<file path="src/rtl/winsel_pkg.sv">
package winsel_pkg;
  function automatic int idx_width(input int n);
    return (n > 1) ? $clog2(n) : 1;
  endfunction
endpackage

</file>
<file path="src/rtl/winsel_step.sv">
module winsel_step #(
  parameter int N = 64
) (
  input  logic [N-1:0] act_i,
  input  logic [N-1:0] col_i,
  output logic [N-1:0] act_o
);
  logic [N-1:0] zero_hit;

  assign zero_hit = act_i & ~col_i;
  // drop ones only if some active candidate shows a zero
  assign act_o = (|zero_hit) ? zero_hit : act_i;

  always_comb begin
    p_subset_r3: assert ((act_o & ~act_i) == '0);
    p_nonempty_r2: assert ((act_i == '0) || (act_o != '0));
  end
endmodule

</file>
<file path="src/rtl/winsel_elim.sv">
module winsel_elim #(
  parameter int N = 64,
  parameter int W = 6
) (
  input  logic [N*W-1:0] dist_i,
  output logic [N-1:0]   surv_o
);
  logic [N-1:0] col   [W];
  logic [N-1:0] chain [W+1];

  assign chain[W] = '1;

  for (genvar b = 0; b < W; b++) begin : g_bit
    for (genvar k = 0; k < N; k++) begin : g_col
      assign col[b][k] = dist_i[k*W+b];
    end
    winsel_step #(.N(N)) u_step (
      .act_i (chain[b+1]),
      .col_i (col[b]),
      .act_o (chain[b])
    );
  end

  assign surv_o = chain[0];
endmodule

</file>
<file path="src/rtl/winsel_pick.sv">
module winsel_pick #(
  parameter int N  = 64,
  parameter int IW = 6
) (
  input  logic [N-1:0]  req_i,
  output logic [N-1:0]  sel_o,
  output logic [IW-1:0] idx_o
);
  logic found;

  always_comb begin
    sel_o = '0;
    idx_o = '0;
    found = 1'b0;
    for (int k = 0; k < N; k++) begin
      if (req_i[k] && !found) begin
        sel_o[k] = 1'b1;
        idx_o    = IW'(k);
        found    = 1'b1;
      end
    end
  end

  always_comb begin
    p_single_grant_r4: assert ((req_i == '0) || ($countones(sel_o) == 1));
    p_grant_in_req_r4: assert ((sel_o & ~req_i) == '0);
  end
endmodule

</file>
<file path="src/rtl/winner_select.sv">
module winner_select #(
  parameter int  N  = 64,
  parameter int  W  = 6,
  localparam int IW = winsel_pkg::idx_width(N)
) (
  input  logic          clk_i,
  input  logic          rst_ni,
  input  logic          valid_i,
  input  logic [N*W-1:0] dist_i,
  output logic          valid_o,
  output logic [N-1:0]  win_mask_o,
  output logic [IW-1:0] win_idx_o
);
  logic [N-1:0]  surv;
  logic [N-1:0]  sel;
  logic [IW-1:0] idx;
  logic          armed_q;
  logic          captured_q;

  winsel_elim #(.N(N), .W(W)) u_elim (
    .dist_i (dist_i),
    .surv_o (surv)
  );

  winsel_pick #(.N(N), .IW(IW)) u_pick (
    .req_i (surv),
    .sel_o (sel),
    .idx_o (idx)
  );

  always_ff @(posedge clk_i or negedge rst_ni) begin
    if (!rst_ni) begin
      valid_o    <= 1'b0;
      win_mask_o <= '0;
      win_idx_o  <= '0;
    end else begin
      valid_o <= valid_i;
      if (valid_i) begin
        win_mask_o <= sel;
        win_idx_o  <= idx;
      end
    end
  end

  // checker bookkeeping: cycles since reset and first capture
  always_ff @(posedge clk_i or negedge rst_ni) begin
    if (!rst_ni) begin
      armed_q    <= 1'b0;
      captured_q <= 1'b0;
    end else begin
      armed_q <= 1'b1;
      if (valid_i) captured_q <= 1'b1;
    end
  end

  p_valid_lag_r1: assert property (@(posedge clk_i) disable iff (!rst_ni)
    armed_q |-> (valid_o == $past(valid_i)));

  p_onehot_r2: assert property (@(posedge clk_i) disable iff (!rst_ni)
    captured_q |-> ($countones(win_mask_o) == 1));

  p_idx_match_r5: assert property (@(posedge clk_i) disable iff (!rst_ni)
    captured_q |-> win_mask_o[win_idx_o]);

  p_hold_r6: assert property (@(posedge clk_i) disable iff (!rst_ni)
    (armed_q && !valid_i) |=> ($stable(win_mask_o) && $stable(win_idx_o)));

  p_reset_r7: assert property (@(posedge clk_i)
    !rst_ni |-> (!valid_o && win_mask_o == '0 && win_idx_o == '0));
endmodule

</file>
<file path="config.mk">
export PLATFORM = sky130hd
export DESIGN_NAME = winner_select
export DESIGN_NICKNAME = d
export VERILOG_FILES = /design/src/rtl/winsel_pkg.sv /design/src/rtl/winsel_step.sv /design/src/rtl/winsel_elim.sv /design/src/rtl/winsel_pick.sv /design/src/rtl/winner_select.sv
export SDC_FILE = /design/constraint.sdc
export NUM_CORES = 1
export LEC_CHECK = 0
export BUFFER_PORTS_ARGS = -buffer_cell sky130_fd_sc_hd__buf_4
export CAP_MARGIN = 20
export CORE_ASPECT_RATIO = 0.5
export CORE_UTILIZATION = 40
export DETAILED_ROUTE_END_ITERATION = 7
export MAX_ROUTING_LAYER = met4
export PLACE_DENSITY_LB_ADDON = 0.2
export SLEW_MARGIN = 20
export SYNTH_ARGS = -nofsm -noshare
export SYNTH_HDL_FRONTEND = slang
export SYNTH_HIERARCHICAL = 1
export SYNTH_SLANG_ARGS = --single-unit
</file>
<file path="constraint.sdc">
create_clock -name clk_i -period 1.05 [get_ports clk_i]
set_clock_uncertainty 0.2 [all_clocks]
set_input_delay 0.105 -clock clk_i [delete_from_list [all_inputs] [get_ports clk_i]]
set_output_delay 0.105 -clock clk_i [all_outputs]
set_load 0.01 [all_outputs]
</file>
==> metrics.md <==
| Metric | Value |
|---|---|
| Status | finished, violations left |
| Violated checks | hold timing, setup timing |
| Setup Viol. Count Final | 141 |
| Worst Hold Class | primary input to flip-flop |
| Register share of total power | 21.8% |
| Cell area after synthesis | 0.01045 mm2 |
| First-pass GRT wire length | 79530 um |
| Die Area | 0.02680 mm2 |
| Detailed Routing Iterations Pass 1 | 6 |
| Final ANT Viol Nets | 0 |
| Mean Syn Cell Area | 7.853 um2 |
| Total Power | 13880 uW |
| Seq cells post-synth | 71 |
| Final GP Congestion | 1.069 |
| Pwr Density | approximately 700 mW/mm2 |
| Clk sinks | 71 |
| Number of port buffers | approximately 460 |
| Maximum vdd drop | between 0.8 and 0.9 mV |
| Synth area leader | a21boi_0 |
| Switching Share | about a third |
| Worst-path clk slew | 0.06 ns |
| Yosys warnings | 6 |
| Hold EP | win_mask_o[39] |
| Top cells by area, synth | a21boi_0 21%, nand2b_1 17%, dfrtp_1 17% |
| Crit end category | flip-flop |
| Worst r2r path cells | 1 |
| Tmin final | 9.799 ns |
| Reg-to-Reg Start | win_mask_o[60] |
| Cell area after layout | just under 0.02 mm2 |
| Hold_buf cts | 2 |
| Total congestion overflow | 0 |
| Kind of critical path | primary input to flip-flop |
| DRC violations left | 0 |
| Register area share after synthesis | about 17% |
| CP max FO | 39 |
| Combinational share of power | 55.8% |
| Slowest cell on crit path | or4_4 |
| Post-Route WL | 54130 um |
| Switch Pwr | 4884 uW |
| Initial DRC count | 1445 |
| Synthesis-to-finish area growth | 88.37% |
| Hpwl dp | 45300 um |
| CP arrival | 9.87 ns |
| Hold wc startpoint | valid_i |
| Fmax | 102.1 MHz |
| Share of cells above drive strength 1 | between 40% and 50% |
| Core Area | 0.02539 mm2 |
| WHS | -0.03044 ns |
| Largest net degree at the start of global routing | 40 |
| Vias | 14450 |
| P_leak | 0.009513 uW |
| Via density per instance | 5.271 |
| Routed WL per cell | 19.74 um |
| # rows | 41 |
| TritonCTS clock tree | done |
| Top-count cell post-synth | nand2b_1 |
| I/O pin count | 458 |
| Slew margin rel. | 55.53% |
| Synth async-reset ratio | 100.0% |
| Final hold vios | 12 |
| Min-Delay Path Depth | 2 |
| Ys flop type | dfrtp_1 |
| Worst EP required | 1.12 ns |
| Slew Limit Fails | 0 |
| RSZ-0062 raised after global routing | yes |
| Setup ws final | -8.749 ns |
| Die Y-Extent | 116.3 um |
| Reg2reg setup slack | -0.01 ns |
| Synth cell count leaders | 290 x nand2b_1, 289 x a21boi_0, 113 x inv_1 |
| Slowest stage delay, CP | 0.55 ns |
| H-tree levels | 3 |
| Internal | 8998 uW |
| Critical Path Start Type | primary input |
| Number of synthesized flops with an enable pin | 0 |
| Clock power share | 22.4% |
| Dpl cell area | roughly 0.018 mm2 |
| GRT Overall Usage | 39.62% |
| Instance count of the mapped netlist | roughly 1300 |
| Clock latency on the worst-skew pair | 0.33 ns |
| Antenna violations before repair | 3 |
| Clk buf depth | 2 |
| Netlist cell types | 52 |
| Root Driver | clkbuf_16 |
| Period utilisation layout | 933.2% |
| Vias in the first global route | 14060 |
| Starting Density | around two fifths |
| Yosys top cell area share | approximately a fifth |
| R2R Path End | win_mask_o[60] |
| Chip width | 230.5 um |
| Max cap viols | 0 |
| Worst Tran Pin Value | approximately 0.66 ns |
| Final net count | 2777 |
| CTS Buf Count | 9 |
[metal layers]
metal  wire length (um)  global-route usage [%]  vias to the layer above  part of all wire, %
met5                  0                       -                        -                    0
met1              23990                   51.88                     6681                   44
li1                   -                       -                     6911                    -
met4               2296                   15.58                        0                  4.2
met2              24430                   63.17                      704                   45
met3               3421                   4.224                      156                  6.3
[power by group through the flow]
| stage | sequential, uW | combinational [uW] | clock [uW] |
|---|---|---|---|
| after floorplan | 3090 | 2630 | 0 |
| after global placement | 3040 | 6610 | 0 |
| after detailed placement | 3050 | 6670 | 0 |
| after CTS | 3020 | 7240 | 3080 |
| after global routing | 3050 | 8180 | 3250 |
| final | 3030 | 7740 | 3110 |
[critical path, delay by kind of cell]
| kind | cells | cell delay [ns] |
|---|---|---|
| and+or+nand+nor | 22 | 4.54 |
| AOI/OAI and AO/OA | 14 | 2.57 |
| buffers and inverters | 16 | 2.46 |
| muxes | 1 | 0.14 |
[logic make-up (layout without fill, tap and decap cells)]
family	after synthesis	after routing	share of synthesized area (%)
and+or+nand+nor	511	511	30.13
AOI/OAI and AO/OA	515	515	35.66
DFF	71	71	17.01
buffers and inverters	162	1116	7.103
muxes	70	70	10.06
other	1	115	0.03590
[cell type report]
cell class / count / area, um2
multi-input cells: 1208 / 8882
repair buffers: 987 / 7854
fillers: 1890 / 5718
flip-flops and latches: 71 / 1777
well taps: 344 / 430.4
inverters: 113 / 424.2
clock buffers: 11 / 242.7
clock inverters: 5 / 57.56
diodes: 3 / 7.507
[registers in the layout (all words and copies together), names as in the netlist]
register and cells:
win_idx_o 6, win_mask_o 64, valid_o 1
[per-stage QoR]
stage / setup slack, ns / hold WS (ns) / setup TNS, ns / util [%] / cells
detailed placement: -9.968 / -0.2187 / -624.17 / 72.20 / 2700
global route: -9.165 / -0.03594 / -609.90 / 77.48 / 2742
global placement: -9.881 / -0.2220 / -623.22 / 72.20 / 2700
CTS: -8.408 / -0.04044 / -554.45 / 76.22 / 2732
finish: -8.749 / -0.03044 / -580.99 / 77.48 / 2742
floorplan: -7.301 / -0.3906 / -456.94 / - / 1441
[how the worst max path moves through the flow]
| stage | start | to | slack, ns | depth (start not counted) |
|---|---|---|---|---|
| CTS | dist_i[131] | win_idx_o[1] | -8.41 | 57 |
| global route | dist_i[131] | win_idx_o[0] | -9.16 | 56 |
| floorplan | dist_i[353] | win_idx_o[0] | -7.30 | 45 |
| finish | dist_i[131] | win_idx_o[0] | -8.75 | 53 |
| detailed placement | dist_i[353] | win_idx_o[0] | -9.97 | 54 |
| global placement | dist_i[41] | win_idx_o[0] | -9.88 | 54 |
[layout by cell type, fill, tap and decap left out, types with 3 or more instances in the layout]
cell type,count
buf_12,8
o2111ai_2,6
nor4b_1,3
a21oi_1,94
buf_4,887
dfrtp_1,71
a21boi_1,78
buf_2,3
a21oi_2,8
nor2_1,32
or4_1,6
nor3b_1,4
o2111ai_1,91
nor2b_1,5
inv_1,113
o21ai_0,8
a21boi_2,16
buf_6,85
nand4b_1,3
nand3_1,6
a21boi_0,195
clkbuf_16,9
nor4_2,22
nand2b_1,290
nor3_1,10
conb_1,112
mux2_4,70
nand2_1,23
diode_2,3
nor4_4,10
nor3_2,14
nor2_4,3
and2_1,12
nor4_1,16
and3_1,15
nand4_1,13
and4b_1,4
[what timing repair did]
| action | CTS | global route |
|---|---|---|
| endpoints found under the setup margin | 141 | 141 |
| endpoints found under the hold margin | 73 | 11 |
| pin swaps | 14 | 15 |
| gates cloned | 5 | 1 |
| buffers inserted | 9 | 6 |
| resized for setup | 203 | 75 |
No activity file was read; power rests on OpenSTA's default activity.
